### src/rtl/oc5_pkg.sv
package oc5_pkg;

   // How a channel evaluates its compare value in the current cycle
   typedef struct packed {
      logic span_en;   // check the span (previous, current]
      logic equal_en;  // check equality with the current count
   } oc5_eval_t;

   // Flag bit position used by channel k (0-based), filled from the MSB down
   function automatic int oc5_flag_pos(input int k, input int dw);
      return dw - 1 - k;
   endfunction

endpackage

### src/rtl/oc5_count_track.sv
module oc5_count_track
   import oc5_pkg::*;
#(
   parameter int CW = 16
) (
   input  logic          clk_i,
   input  logic          rst_ni,
   input  logic [CW-1:0] count_i,
   input  logic          load_i,
   input  logic          reeval_i,
   output logic [CW-1:0] prev_o,
   output oc5_eval_t     ctl_o
);

   logic [CW-1:0] prev_q;
   logic          primed_q;

   always_ff @(posedge clk_i or negedge rst_ni) begin
      if (!rst_ni) begin
         prev_q   <= '0;
         primed_q <= 1'b0;
      end else begin
         prev_q   <= count_i;
         primed_q <= 1'b1;
      end
   end

   assign prev_o         = prev_q;
   assign ctl_o.span_en  = primed_q && !load_i;
   assign ctl_o.equal_en = reeval_i || load_i || !primed_q;

endmodule

### src/rtl/oc5_channel.sv
module oc5_channel
   import oc5_pkg::*;
#(
   parameter int DW         = 8,
   parameter bit STAGE_HIGH = 1'b1,
   localparam int CW        = 2 * DW
) (
   input  logic          clk_i,
   input  logic          rst_ni,
   input  logic          wr_hi_i,
   input  logic          wr_lo_i,
   input  logic [DW-1:0] wdata_i,
   input  logic [CW-1:0] count_i,
   input  logic [CW-1:0] prev_i,
   input  oc5_eval_t     ctl_i,
   output logic [CW-1:0] cmp_o,
   output logic          hit_o
);

   logic [CW-1:0] cmp_q;
   logic [CW-1:0] dist_cmp;
   logic [CW-1:0] dist_cur;

   generate
      if (STAGE_HIGH) begin : g_staged
         logic [DW-1:0] hold_q;
         always_ff @(posedge clk_i or negedge rst_ni) begin
            if (!rst_ni) begin
               hold_q <= '1;
               cmp_q  <= '1;
            end else begin
               if (wr_hi_i) hold_q <= wdata_i;
               if (wr_lo_i) cmp_q  <= {hold_q, wdata_i};
            end
         end
         // high-byte writes alone never change the compare value
         assert_cmp_stable_R2: assert property (@(posedge clk_i) disable iff (!rst_ni)
            !wr_lo_i |=> $stable(cmp_q));
      end else begin : g_direct
         always_ff @(posedge clk_i or negedge rst_ni) begin
            if (!rst_ni) begin
               cmp_q <= '1;
            end else begin
               if (wr_hi_i) cmp_q[CW-1:DW] <= wdata_i;
               if (wr_lo_i) cmp_q[DW-1:0]  <= wdata_i;
            end
         end
      end
   endgenerate

   // distances measured forward from the previous sample, modulo 2^CW
   assign dist_cmp = cmp_q - prev_i;
   assign dist_cur = count_i - prev_i;

   always_comb begin
      hit_o = 1'b0;
      if (ctl_i.span_en && (dist_cmp != '0) && (dist_cmp <= dist_cur)) hit_o = 1'b1;
      if (ctl_i.equal_en && (cmp_q == count_i)) hit_o = 1'b1;
   end

   assign cmp_o = cmp_q;

   assert_no_spurious_R5: assert property (@(posedge clk_i) disable iff (!rst_ni)
      (count_i == prev_i && !ctl_i.equal_en) |-> !hit_o);

endmodule

### src/rtl/oc5_flags.sv
module oc5_flags
   import oc5_pkg::*;
#(
   parameter int NCH = 5,
   parameter int DW  = 8
) (
   input  logic           clk_i,
   input  logic           rst_ni,
   input  logic [NCH-1:0] hit_i,
   input  logic           wr_mask_i,
   input  logic           wr_flag_i,
   input  logic [DW-1:0]  wdata_i,
   output logic [DW-1:0]  flag_o,
   output logic [DW-1:0]  mask_o,
   output logic           irq_o
);

   localparam logic [DW-1:0] USED = ~({DW{1'b1}} >> NCH);

   logic [DW-1:0] flag_q, mask_q, set_vec, clr_vec;

   always_comb begin
      set_vec = '0;
      for (int k = 0; k < NCH; k++) set_vec[oc5_flag_pos(k, DW)] = hit_i[k];
   end

   assign clr_vec = wr_flag_i ? (wdata_i & USED) : '0;

   always_ff @(posedge clk_i or negedge rst_ni) begin
      if (!rst_ni) begin
         flag_q <= '0;
         mask_q <= '0;
      end else begin
         flag_q <= (flag_q & ~clr_vec) | set_vec;
         if (wr_mask_i) mask_q <= wdata_i & USED;
      end
   end

   assign flag_o = flag_q;
   assign mask_o = mask_q;
   assign irq_o  = |(flag_q & mask_q);

   generate
      for (genvar b = DW - NCH; b < DW; b++) begin : g_chk
         assert_w1c_hold_R6: assert property (@(posedge clk_i) disable iff (!rst_ni)
            (flag_q[b] && !(wr_flag_i && wdata_i[b])) |=> flag_q[b]);
         assert_set_wins_R7: assert property (@(posedge clk_i) disable iff (!rst_ni)
            set_vec[b] |=> flag_q[b]);
      end
   endgenerate

   assert_irq_needs_mask_R8: assert property (@(posedge clk_i) disable iff (!rst_ni)
      irq_o |-> (mask_q != '0 && flag_q != '0));

endmodule

### src/rtl/oc5_unit.sv
module oc5_unit
   import oc5_pkg::*;
#(
   parameter int NCH        = 5,
   parameter int DW         = 8,
   parameter bit STAGE_HIGH = 1'b1,
   localparam int CW        = 2 * DW,
   localparam int AW        = $clog2(2 * NCH + 2)
) (
   input  logic          clk_i,
   input  logic          rst_ni,
   input  logic [CW-1:0] count_i,
   input  logic          count_load_i,
   input  logic          wr_en_i,
   input  logic [AW-1:0] wr_addr_i,
   input  logic [DW-1:0] wr_data_i,
   input  logic [AW-1:0] rd_addr_i,
   output logic [DW-1:0] rd_data_o,
   output logic          irq_o
);

   localparam logic [AW-1:0] ADDR_MASK = AW'(2 * NCH);
   localparam logic [AW-1:0] ADDR_FLAG = AW'(2 * NCH + 1);

   generate
      if (NCH < 1 || NCH > DW) begin : g_bad_nch
         $error("oc5_unit: NCH must lie in 1..DW");
      end
   endgenerate

   logic [CW-1:0]  cmp_w [NCH];
   logic [NCH-1:0] hit_w;
   logic [CW-1:0]  prev_w;
   oc5_eval_t      ctl_w;
   logic [DW-1:0]  flag_w, mask_w;
   logic           lo_wr, mask_wr, flag_wr, reeval_q;

   assign lo_wr   = wr_en_i && (wr_addr_i < ADDR_MASK) && wr_addr_i[0];
   assign mask_wr = wr_en_i && (wr_addr_i == ADDR_MASK);
   assign flag_wr = wr_en_i && (wr_addr_i == ADDR_FLAG);

   always_ff @(posedge clk_i or negedge rst_ni) begin
      if (!rst_ni) reeval_q <= 1'b0;
      else         reeval_q <= lo_wr || mask_wr;
   end

   oc5_count_track #(.CW(CW)) u_track (
      .clk_i    (clk_i),
      .rst_ni   (rst_ni),
      .count_i  (count_i),
      .load_i   (count_load_i),
      .reeval_i (reeval_q),
      .prev_o   (prev_w),
      .ctl_o    (ctl_w)
   );

   generate
      for (genvar k = 0; k < NCH; k++) begin : g_ch
         localparam logic [AW-1:0] A_HI = AW'(2 * k);
         localparam logic [AW-1:0] A_LO = AW'(2 * k + 1);

         oc5_channel #(.DW(DW), .STAGE_HIGH(STAGE_HIGH)) u_ch (
            .clk_i   (clk_i),
            .rst_ni  (rst_ni),
            .wr_hi_i (wr_en_i && wr_addr_i == A_HI),
            .wr_lo_i (wr_en_i && wr_addr_i == A_LO),
            .wdata_i (wr_data_i),
            .count_i (count_i),
            .prev_i  (prev_w),
            .ctl_i   (ctl_w),
            .cmp_o   (cmp_w[k]),
            .hit_o   (hit_w[k])
         );

         assert_reeval_hit_R9: assert property (@(posedge clk_i) disable iff (!rst_ni)
            (reeval_q && cmp_w[k] == count_i) |-> hit_w[k]);
         assert_load_equal_only_R10: assert property (@(posedge clk_i) disable iff (!rst_ni)
            (count_load_i && hit_w[k]) |-> (cmp_w[k] == count_i));
      end
   endgenerate

   oc5_flags #(.NCH(NCH), .DW(DW)) u_flags (
      .clk_i     (clk_i),
      .rst_ni    (rst_ni),
      .hit_i     (hit_w),
      .wr_mask_i (mask_wr),
      .wr_flag_i (flag_wr),
      .wdata_i   (wr_data_i),
      .flag_o    (flag_w),
      .mask_o    (mask_w),
      .irq_o     (irq_o)
   );

   always_comb begin
      rd_data_o = '0;
      for (int k = 0; k < NCH; k++) begin
         if (rd_addr_i == AW'(2 * k))     rd_data_o = cmp_w[k][CW-1:DW];
         if (rd_addr_i == AW'(2 * k + 1)) rd_data_o = cmp_w[k][DW-1:0];
      end
      if (rd_addr_i == ADDR_MASK) rd_data_o = mask_w;
      if (rd_addr_i == ADDR_FLAG) rd_data_o = flag_w;
   end

endmodule

### config.mk
export PLATFORM = sky130hd
export DESIGN_NAME = oc5_unit
export DESIGN_NICKNAME = d
export VERILOG_FILES = /design/src/rtl/oc5_pkg.sv /design/src/rtl/oc5_count_track.sv /design/src/rtl/oc5_channel.sv /design/src/rtl/oc5_flags.sv /design/src/rtl/oc5_unit.sv
export SDC_FILE = /design/constraint.sdc
export NUM_CORES = 1
export LEC_CHECK = 0
export ABC_AREA = 1
export BUFFER_PORTS_ARGS = -buffer_cell sky130_fd_sc_hd__buf_2
export CORE_MARGIN = 5
export CORE_UTILIZATION = 55
export CTS_CLUSTER_DIAMETER = 100
export DETAILED_ROUTE_END_ITERATION = 8
export PLACE_DENSITY = 0.72
export SYNTH_ARGS = -nofsm -noshare
export SYNTH_HDL_FRONTEND = slang
export SYNTH_SLANG_ARGS = --single-unit
### constraint.sdc
create_clock -name clk_i -period 3.9 [get_ports clk_i]
set_clock_uncertainty 0.05 [all_clocks]
set_input_delay 0.195 -clock clk_i [delete_from_list [all_inputs] [get_ports clk_i]]
set_output_delay 0.195 -clock clk_i [all_outputs]
set_load 0.01 [all_outputs]
==> metrics.cfg, run 1 <==
[status]
status=finished clean

[grt]
grt_max_degree=107
antenna_found_initial=1
grt_pass1_wl_um=79200
gr-total-overflow=0
grt_pass1_vias=13640
track_usage_pct=35.57

[synthesis]
synthTopCellsByCount=539 x nand2_1, 313 x inv_1, 165 x ha_1, 165 x nor2_1, 142 x a21oi_1
synth_edf_count=0
synth-seq-area-share_pct=26.66
synth.avg_cell_area_um2=7.024
ys_top_cells_by_area=dfstp_2 22%, ha_1 14%, nand2_1 14%
yosysUniqueCellTypes=51
ys_warn_count=0
ys.flop_type=dfstp_2
syn_area_um2=14460
yosysMostFrequentCell=nand2_1
netlist.area_leader.share_pct=21.81
synth-seq-cells=148
synthCells=2058
ys_async_sr_fraction_pct=100.0
syn_nets=2265
synth_top_area_cell=dfstp_2

[place]
gp_congestion=1.065
dpl.hpwl_um=41380
port_buffers=44
place_area_um2=15280
dp_cells=2447

[power]
intPower_mw=4.933
sw_frac_of_total_pct=47.17
powerDensity_nw_per_um2=581.2
power_leakage_nw=8.303
p_clk_share_pct=19.4
pwr-share-seq_pct=29.1
combPwrFrac_pct=51.5
vdd_drop_max_mv=0.3806
p_switching_mw=4.405

[worst_hold_path]
min_from=wr_data_i[5]
hold_path_class=in -> reg

[die]
pin_count=45
dieArea_um2=29630
die_w_um=172.1
core_um2=25980
fp.dieH_um=172.1
start_util_pct=55.63
core.rowCount=59

[setup_path]
critPathMaxStageDelay_ps=530
path_class=in -> reg
endpoint_kind=register
r2r_start=u_track.prev_o[0]
critPathLaunch=count_i[1]
critPathArrivalTime_ps=3830
worstPathRequired_ps=4180
cp_slowest_cell=dlygate4sd3_1
cpMostUsedCell=nand2_1
r2r_slack_ps=350
worst-path-max-fanout=8
start_kind=primary input

[sta]
clock.fmax_ghz=0.2815
slew_viol_final=0
worstMarginPinSlew_ps=1085
relSlewSlack_pct=27.57
hold_viol=0
period_needed_ps=3552
setup_violations=0
min_period_over_period_pct=91.08

[route]
post_drt_wl_per_cell_um=21.13
ant_nets=0
drtIter0Drc=1605
drcViolationCount=0
vias_per_cell=5.850
dr.pass1.iters=6
wirelength_um=52680
num_vias=14580

[clocking]
cts_max_path_buffers=2
cts_inserted_buffers=17
cts_max_level=4
cts.sinks=148
clk_pin_slew_ps=80
clk_latency_ps=430
root_buffer=clkbuf_16
tritoncts=done

[finish]
syn2layout_area_growth_pct=11.14
filler_cell_count=2421
diodes=0
layout.nets=2352
final_layout_size_suffix_gt1_share_pct=15.11
fin_area_um2=16070
final_cell_count_no_fill=2493

[flow_run]
cap_viol_max_count=0

-- metrics by stage --
stage	hold slack [ps]	setup WS, ps	power, mW	utilization (%)	setup TNS [ps]
after CTS	0.8060	86.05	9.195	61.66	0
after floorplan	-150.6	820.2	5.849	-	0
after detailed placement	324.7	163.4	7.370	58.81	0
after global placement	322.9	268.2	7.260	58.81	0
final	8.383	347.8	9.338	61.83	0
after global routing	6.276	-40.44	10.05	61.83	-137.1
-- state kept, by name (all words and copies together) (netlist names) --
register / flops
u_flags.flag_o: 5
u_flags.mask_o: 5
g_ch.u_ch.g_staged.hold_q: 40
u_track.prev_o: 16
reeval_q: 1
g_ch.u_ch.cmp_o: 80
u_track.primed_q: 1
-- cell families (layout without fill, tap and decap cells) --
logic type / after synthesis / count (layout) / synth area share (%)
flip-flops: 148 / 148 / 26.66
other: 1 / 1 / 0.02594
XOR/XNOR: 99 / 99 / 6.050
AO/OA/AOI/OAI: 336 / 336 / 13.19
adder cells (fa/ha/maj): 171 / 171 / 15.11
AND/OR/NAND/NOR: 928 / 928 / 27.70
multiplexers: 28 / 28 / 2.181
buffers and inverters: 347 / 447 / 9.088
-- repair_timing --
action                                  4_1_cts  5_1_grt
endpoints found under the setup margin        0        5
endpoints found under the hold margin        37        0
buffers inserted                              0        2
hold buffers                                 12        0
gates resized for setup                       0        5
-- final timing paths --
| kind | depth (start not counted) | to |
|---|---|---|
| max | 25 | u_flags.flag_o[4] |
| min | 3 | g_ch[3].u_ch.cmp_o[5] |
| max reg2reg | 23 | u_flags.flag_o[4] |
| min reg2reg | 2 | g_ch[0].u_ch.g_staged.hold_q[4] |
| max in group asynchronous | 3 | g_ch[3].u_ch.cmp_o[3] |
| min in group asynchronous | 2 | u_track.primed_q |
-- power groups by stage --
| stage | sequential, mW | clock, mW | combinational, mW |
|---|---|---|---|
| 5_1_grt | 2.72 | 1.88 | 5.45 |
| 3_5_place_dp | 2.69 | 0 | 4.68 |
| 6_report | 2.72 | 1.81 | 4.81 |
| 2_1_floorplan | 2.34 | 0 | 3.51 |
| 3_3_place_gp | 2.68 | 0 | 4.58 |
| 4_1_cts | 2.67 | 1.80 | 4.72 |
-- cells in the final DEF, fill, tap and decap left out, types with 5 or more instances in the layout --
master	synthesis	routed
nand3b_1	23	23
fa_1	6	6
o2111ai_1	12	12
dlygate4sd3_1	0	12
a21o_1	5	5
a21oi_2	8	8
o21bai_1	9	9
nor3_1	23	23
a211oi_1	5	5
dfrtp_1	28	28
nor4_1	11	11
inv_6	0	5
nand3_1	83	83
nand3_2	12	12
clkbuf_16	0	17
o21ai_0	119	119
nand4_1	42	42
inv_1	313	313
mux2_2	28	28
nand2_1	539	539
nor2_1	165	165
xor2_1	56	54
nand2_2	6	6
buf_2	9	42
nor2_2	13	13
xnor2_1	42	41
a21oi_1	142	142
ha_1	165	165
buf_4	0	43
dfstp_2	120	120
o211ai_1	6	6
o21bai_2	5	5
-- worst max-delay path, delay by kind of cell --
kind | cells | cell delay (ps)
compound gates | 3 | 350
xor+xnor | 1 | 190
fa+ha+maj | 2 | 760
buf+inv | 5 | 1090
simple gates | 14 | 1220
-- metal layers --
metal	vias to the layer above	share of wire, %	GRT usage (%)	routed length, µm
met2	762	43	55.12	22780
met4	2	5.3	15.07	2810
met1	6740	42	49.51	21930
met3	179	9.8	5.716	5147
met5	-	0.017	0	9
li1	6901	-	-	-
-- final cells by class --
cell class	instances	area, µm²	share of cell area (%)
Clock buffer	18	439.2	2.733
Tap cell	335	419.2	2.609
Timing Repair Buffer	99	671.9	4.182
Clock inverter	14	181.4	1.129
Sequential cell	148	3854	23.99
Multi-Input combinational cell	1563	9315	57.98
Inverter	316	1186	7.383
Note: power is estimated with default switching activity, not from simulation.
==> run 2: changes to the inputs <==
- CTS_BUF_LIST: unset -> sky130_fd_sc_hd__clkbuf_16
- CTS_CLUSTER_DIAMETER: 100 -> unset
==> run 2 against run 1 <==
Global-route usage about the same. Sequential share of layout area did not move. Total power shrank 0.21%. First-iteration DRC count is 5.2% higher. Utilization unchanged. Register-to-register slack about the same. Maximum frequency is 0.53% lower. Routed wire length rose by 0.20%. Count of clock-buffer cells in the layout fell by 1. Sequential power hardly changed. Largest cell class unchanged. Largest power group unchanged. Highest routed layer unchanged.
==> metrics.cfg, run 2 (synthesized netlist as in run 1, its figures left out) <==
[route]
drcViolationCount=0
dr.pass1.iters=6
post_drt_wl_per_cell_um=21.16
vias_per_cell=5.848
wirelength_um=52780
drtIter0Drc=1688
ant_nets=0
num_vias=14590

[power]
power_leakage_nw=8.302
vdd_drop_max_mv=0.3770
powerDensity_nw_per_um2=580.0
power.total_mw=9.318

[grt]
track_usage_pct=35.61
antenna_found_initial=1
grt_max_degree=107
grt_pass1_wl_um=79260
grt_pass1_vias=13660
gr-total-overflow=0

[clocking]
cts_max_path_buffers=2
clk_latency_ps=430
tritoncts=done
root_buffer=clkbuf_16
cts_inserted_buffers=17
clk_pin_slew_ps=80
cts_max_level=4
cts.sinks=148

[place]
post-place-ws_ps=163.4
gp_congestion=1.065
dpl.hpwl_um=41380
port_buffers=44

[finish]
seqCellArea_um2=3854
diodes=0
final_layout_size_suffix_gt1_share_pct=15.05
multi_input_area_um2=9315
syn2layout_area_growth_pct=11.14
layout.nets=2353
largest_reg_flops=80
final_common_cell=nand2_1
final_cell_mix=539 x nand2_1, 313 x inv_1, 165 x nor2_1, 165 x ha_1, 142 x a21oi_1
filler_cell_count=2422

[sta]
hold_slack_ps=18.86
fin_ws_ps=328.9
clock.fmax_ghz=0.2800
period_needed_ps=3571
slew_viol_final=0
min_period_over_period_pct=91.57
worstMarginPinSlew_ps=1092
hold_viol=0
relSlewSlack_pct=27.14
setup_violations=0

[setup_path]
cp_top_family=simple AND/OR/NAND/NOR gates
worstPathRequired_ps=4180
critPathArrivalTime_ps=3850
cp_slowest_cell=dlygate4sd3_1
endpoint_kind=register
critPathMaxStageDelay_ps=530
path_class=in -> reg
critPathBufInv=5
worst-path-max-fanout=8
start_kind=primary input
cpMostUsedCell=nand2_1

[worst_hold_path]
hold_path_class=in -> reg

[die]
fp.dieH_um=172.1
dieArea_um2=29630
core.rowCount=59
pin_count=45
die_w_um=172.1
core_um2=25980
start_util_pct=55.63

[flow_run]
cap_viol_max_count=0

[status]
status=finished clean

[run 2: cell count changes in the layout (fill, tap and decap cells not counted), sizes merged]
cell / previous run / this run
clkbuf: 19 / 18
clkinv: 4 / 5
dlygate4sd3: 12 / 13
[run 2: path summary, 6_finish.rpt]
| path | endpoint | slack (ps) | from | depth (start not counted) |
|---|---|---|---|---|
| max in group asynchronous | g_ch[3].u_ch.g_staged.hold_q[6] | 2340 | rst_ni | 3 |
| min in group asynchronous | u_track.primed_q | 410 | rst_ni | 2 |
| worst min register to register | g_ch[0].u_ch.g_staged.hold_q[4] | 440 | g_ch[0].u_ch.g_staged.hold_q[4] | 2 |
| worst min-delay path | g_ch[3].u_ch.cmp_o[4] | 20 | wr_data_i[4] | 3 |
| worst max-delay path | u_flags.flag_o[6] | 330 | count_i[1] | 25 |
| worst max register to register | u_flags.flag_o[6] | 340 | u_track.prev_o[0] | 23 |
[run 2: layout make-up]
type,count,area share (%)
clock buffer,17,2.648
clock inverter,15,1.153
inverter,316,7.383
multi-input combinational,1563,57.98
sequential,148,23.99
tap,335,2.609
timing repair buffer,100,4.244
[run 2: per-layer routing]
metal	vias to the layer above	GRT usage, %	part of all wire, %
met2	701	55.16	43
met1	6811	49.48	42
met3	171	5.716	9.4
met4	2	15.38	5.0
met5	-	0	0.017
li1	6901	-	-
[run 2: report_power, final]
part | total (mW) | leakage [nW] | switching [mW] | internal (mW)
logic | 4.81 | 6.43 | 2.98 | 1.83
clock network | 1.78 | 0.297 | 0.806 | 0.977
registers | 2.73 | 1.57 | 0.618 | 2.11
[run 2: stage by stage]
stage                     utilization (%)  instances  TNS (ps)  cell area, µm²
final                               61.83       2494         0           16070
after global routing                61.83       2494    -128.1           16070
after CTS                           61.66       2492         0           16020
after detailed placement            58.81       2447         0           15280
after global placement              58.81       2447         0           15280
after floorplan                         -       2058         0           14460
[run 2: timing repair]
item	4_1_cts	5_1_grt
hold endpoints to repair	39	0
buffers inserted	0	2
hold buffers	13	0
endpoints found under the setup margin	0	5
gates resized for setup	0	5
[run 2: worst reg2reg max path, delay by kind of cell, from the launching register on]
family	cells	cell delay, ps
xor gates and xnor gates	1	190
DFF	1	460
and+or+nand+nor	14	1230
adders and majority gates	3	940
AOI/OAI and AO/OA	3	370
buffers and inverters	2	210
==> run 3: changes to the inputs <==
- CORE_ASPECT_RATIO: unset -> 1.25
==> run 3 against run 2 <==
Flip-flop and latch count stayed put. Critical path depth unchanged. Register-to-register slack got worse by 50 ps. Setup slack got worse by 61 ps. Global-route usage increased by 0.68 points. Sequential share of layout area is essentially flat. Routed wire length rose by 1.3%. Count of clock-buffer cells in the layout up 1. Design area shrank 0.16%. Sequential power barely moved. Hold slack improved by 14 ps. Largest cell class unchanged.
==> metrics.cfg, run 3 (synthesized netlist as in run 1, its figures left out) <==
[status]
status=finished clean

[clocking]
clk_latency_ps=440
clk_pin_slew_ps=80
cts.sinks=148
cts_max_level=4
root_buffer=clkbuf_16
cts_max_path_buffers=2
cts_inserted_buffers=17
tritoncts=done

[power]
pwr-share-seq_pct=29.5
vdd_drop_max_mv=0.5177
p_switching_mw=4.401
power_leakage_nw=8.269
p_clk_share_pct=18.1
powerDensity_nw_per_um2=574.7
sw_frac_of_total_pct=47.74
combPwrFrac_pct=52.4
intPower_mw=4.817

[die]
pin_count=45
core.rowCount=66
dieArea_um2=29650
core_um2=26010
fp.dieH_um=191.3
die_w_um=155.0
start_util_pct=55.57

[place]
place_area_um2=15220
dpl.hpwl_um=42720
gp_congestion=1.047
port_buffers=44

[setup_path]
start_kind=primary input
worst-path-max-fanout=8
path_class=in -> reg
critPathArrivalTime_ps=3920
endpoint_kind=register
worstPathRequired_ps=4190
r2r_cells=23
r2r_slack_ps=290

[finish]
syn2layout_area_growth_pct=10.96
final_cell_mix=539 x nand2_1, 313 x inv_1, 165 x nor2_1, 165 x ha_1, 141 x a21oi_1
largest_reg_flops=80
filler_cell_count=2427
final_layout_size_suffix_gt1_share_pct=14.76
layout.nets=2350
fin_area_um2=16040
final_common_cell=nand2_1

[sta]
relSlewSlack_pct=25.11
min_period_over_period_pct=93.13
clock.fmax_ghz=0.2753
period_needed_ps=3632
hold_viol=0
slew_viol_final=0
worstMarginPinSlew_ps=1122
tns_ps=0
setup_violations=0

[route]
dr.pass1.iters=7
drcViolationCount=0
vias_per_cell=5.854
wirelength_um=53480
ant_nets=0
drtIter0Drc=1272
num_vias=14610
post_drt_wl_per_cell_um=21.43

[grt]
grt_pass1_vias=14020
antenna_found_initial=1
grt_max_degree=86
track_usage_pct=36.29
grt_pass1_wl_um=81540
gr-total-overflow=0

[worst_hold_path]
hold_path_class=in -> reg
hold_depth=3

[flow_run]
cap_viol_max_count=0

==> run 3: path summary, 6_finish.rpt <==
check                                                start                         endpoint
max reg2reg                              u_track.prev_o[0]                u_flags.flag_o[3]
min in group asynchronous                           rst_ni                u_flags.mask_o[4]
min                                           wr_data_i[6]            g_ch[4].u_ch.cmp_o[6]
min reg2reg                g_ch[2].u_ch.g_staged.hold_q[6]           g_ch[2].u_ch.cmp_o[14]
max                                             count_i[1]                u_flags.flag_o[3]
max in group asynchronous                           rst_ni  g_ch[2].u_ch.g_staged.hold_q[6]
==> run 3: power groups by stage <==
stage	registers [mW]	clock network [mW]	logic (mW)
2_1_floorplan	2.34	0	3.51
3_3_place_gp	2.67	0	4.61
3_5_place_dp	2.68	0	4.71
4_1_cts	2.66	1.68	4.75
5_1_grt	2.72	1.76	5.47
6_report	2.72	1.67	4.83
==> run 3: stage by stage <==
| stage | utilization (%) | setup WS, ps | total power [mW] | hold WS (ps) | std cells |
|---|---|---|---|---|---|
| after floorplan | - | 820.2 | 5.849 | -150.6 | 2058 |
| after global placement | 58.51 | 172.5 | 7.283 | 255.5 | 2443 |
| after detailed placement | 58.51 | 56.91 | 7.394 | 255.0 | 2443 |
| after CTS | 61.40 | 31.35 | 9.098 | 1.946 | 2491 |
| after global routing | 61.65 | -0.6666 | 9.938 | 3.131 | 2495 |
| final | 61.66 | 268.0 | 9.218 | 32.68 | 2496 |
==> run 3: layer usage <==
layer	routed length, µm	part of all wire [%]	track usage (%)	vias to the layer above
li1	-	-	-	6898
met1	22150	41	48.84	6833
met2	23760	44	57.45	707
met3	4520	8.5	4.823	173
met4	3050	5.7	17.91	0
met5	0	0	0	-
==> run 3: timing repair <==
action | 4_1_cts | 5_1_grt
gates resized for setup | 0 | 6
hold buffers | 17 | 1
setup endpoints to repair | 0 | 5
buffers inserted | 0 | 3
hold endpoints to repair | 43 | 1
==> run 3: worst max-delay path, stage by stage <==
cell	delay, ps
dlygate4sd3_1	580
clkbuf_4	220
inv_1	130
fa_1	490
nand3b_2	270
nand3_2	120
a21oi_1	90
o21ai_2	170
nand2_1	70
nand2_1	70
a21oi_2	60
xor2_2	170
buf_4	180
ha_1	280
nand2_1	60
inv_1	60
nand3_1	80
nor2_1	110
nand4_1	130
nor2_1	120
nor2_1	50
nand2_1	50
nand2_1	50
nand2_1	60
nand2_1	50
==> run 3: area by class of cell <==
| type | instances | area (µm²) | area share, % |
|---|---|---|---|
| multi-input cells | 1563 | 9319 | 58.10 |
| flip-flops and latches | 148 | 3854 | 24.02 |
| inverters | 316 | 1186 | 7.395 |
| repair buffers | 97 | 671.9 | 4.189 |
| clock buffers | 18 | 450.4 | 2.808 |
| well taps | 340 | 425.4 | 2.652 |
| clock inverters | 13 | 131.4 | 0.8190 |
| diodes | 1 | 2.502 | 0.01560 |
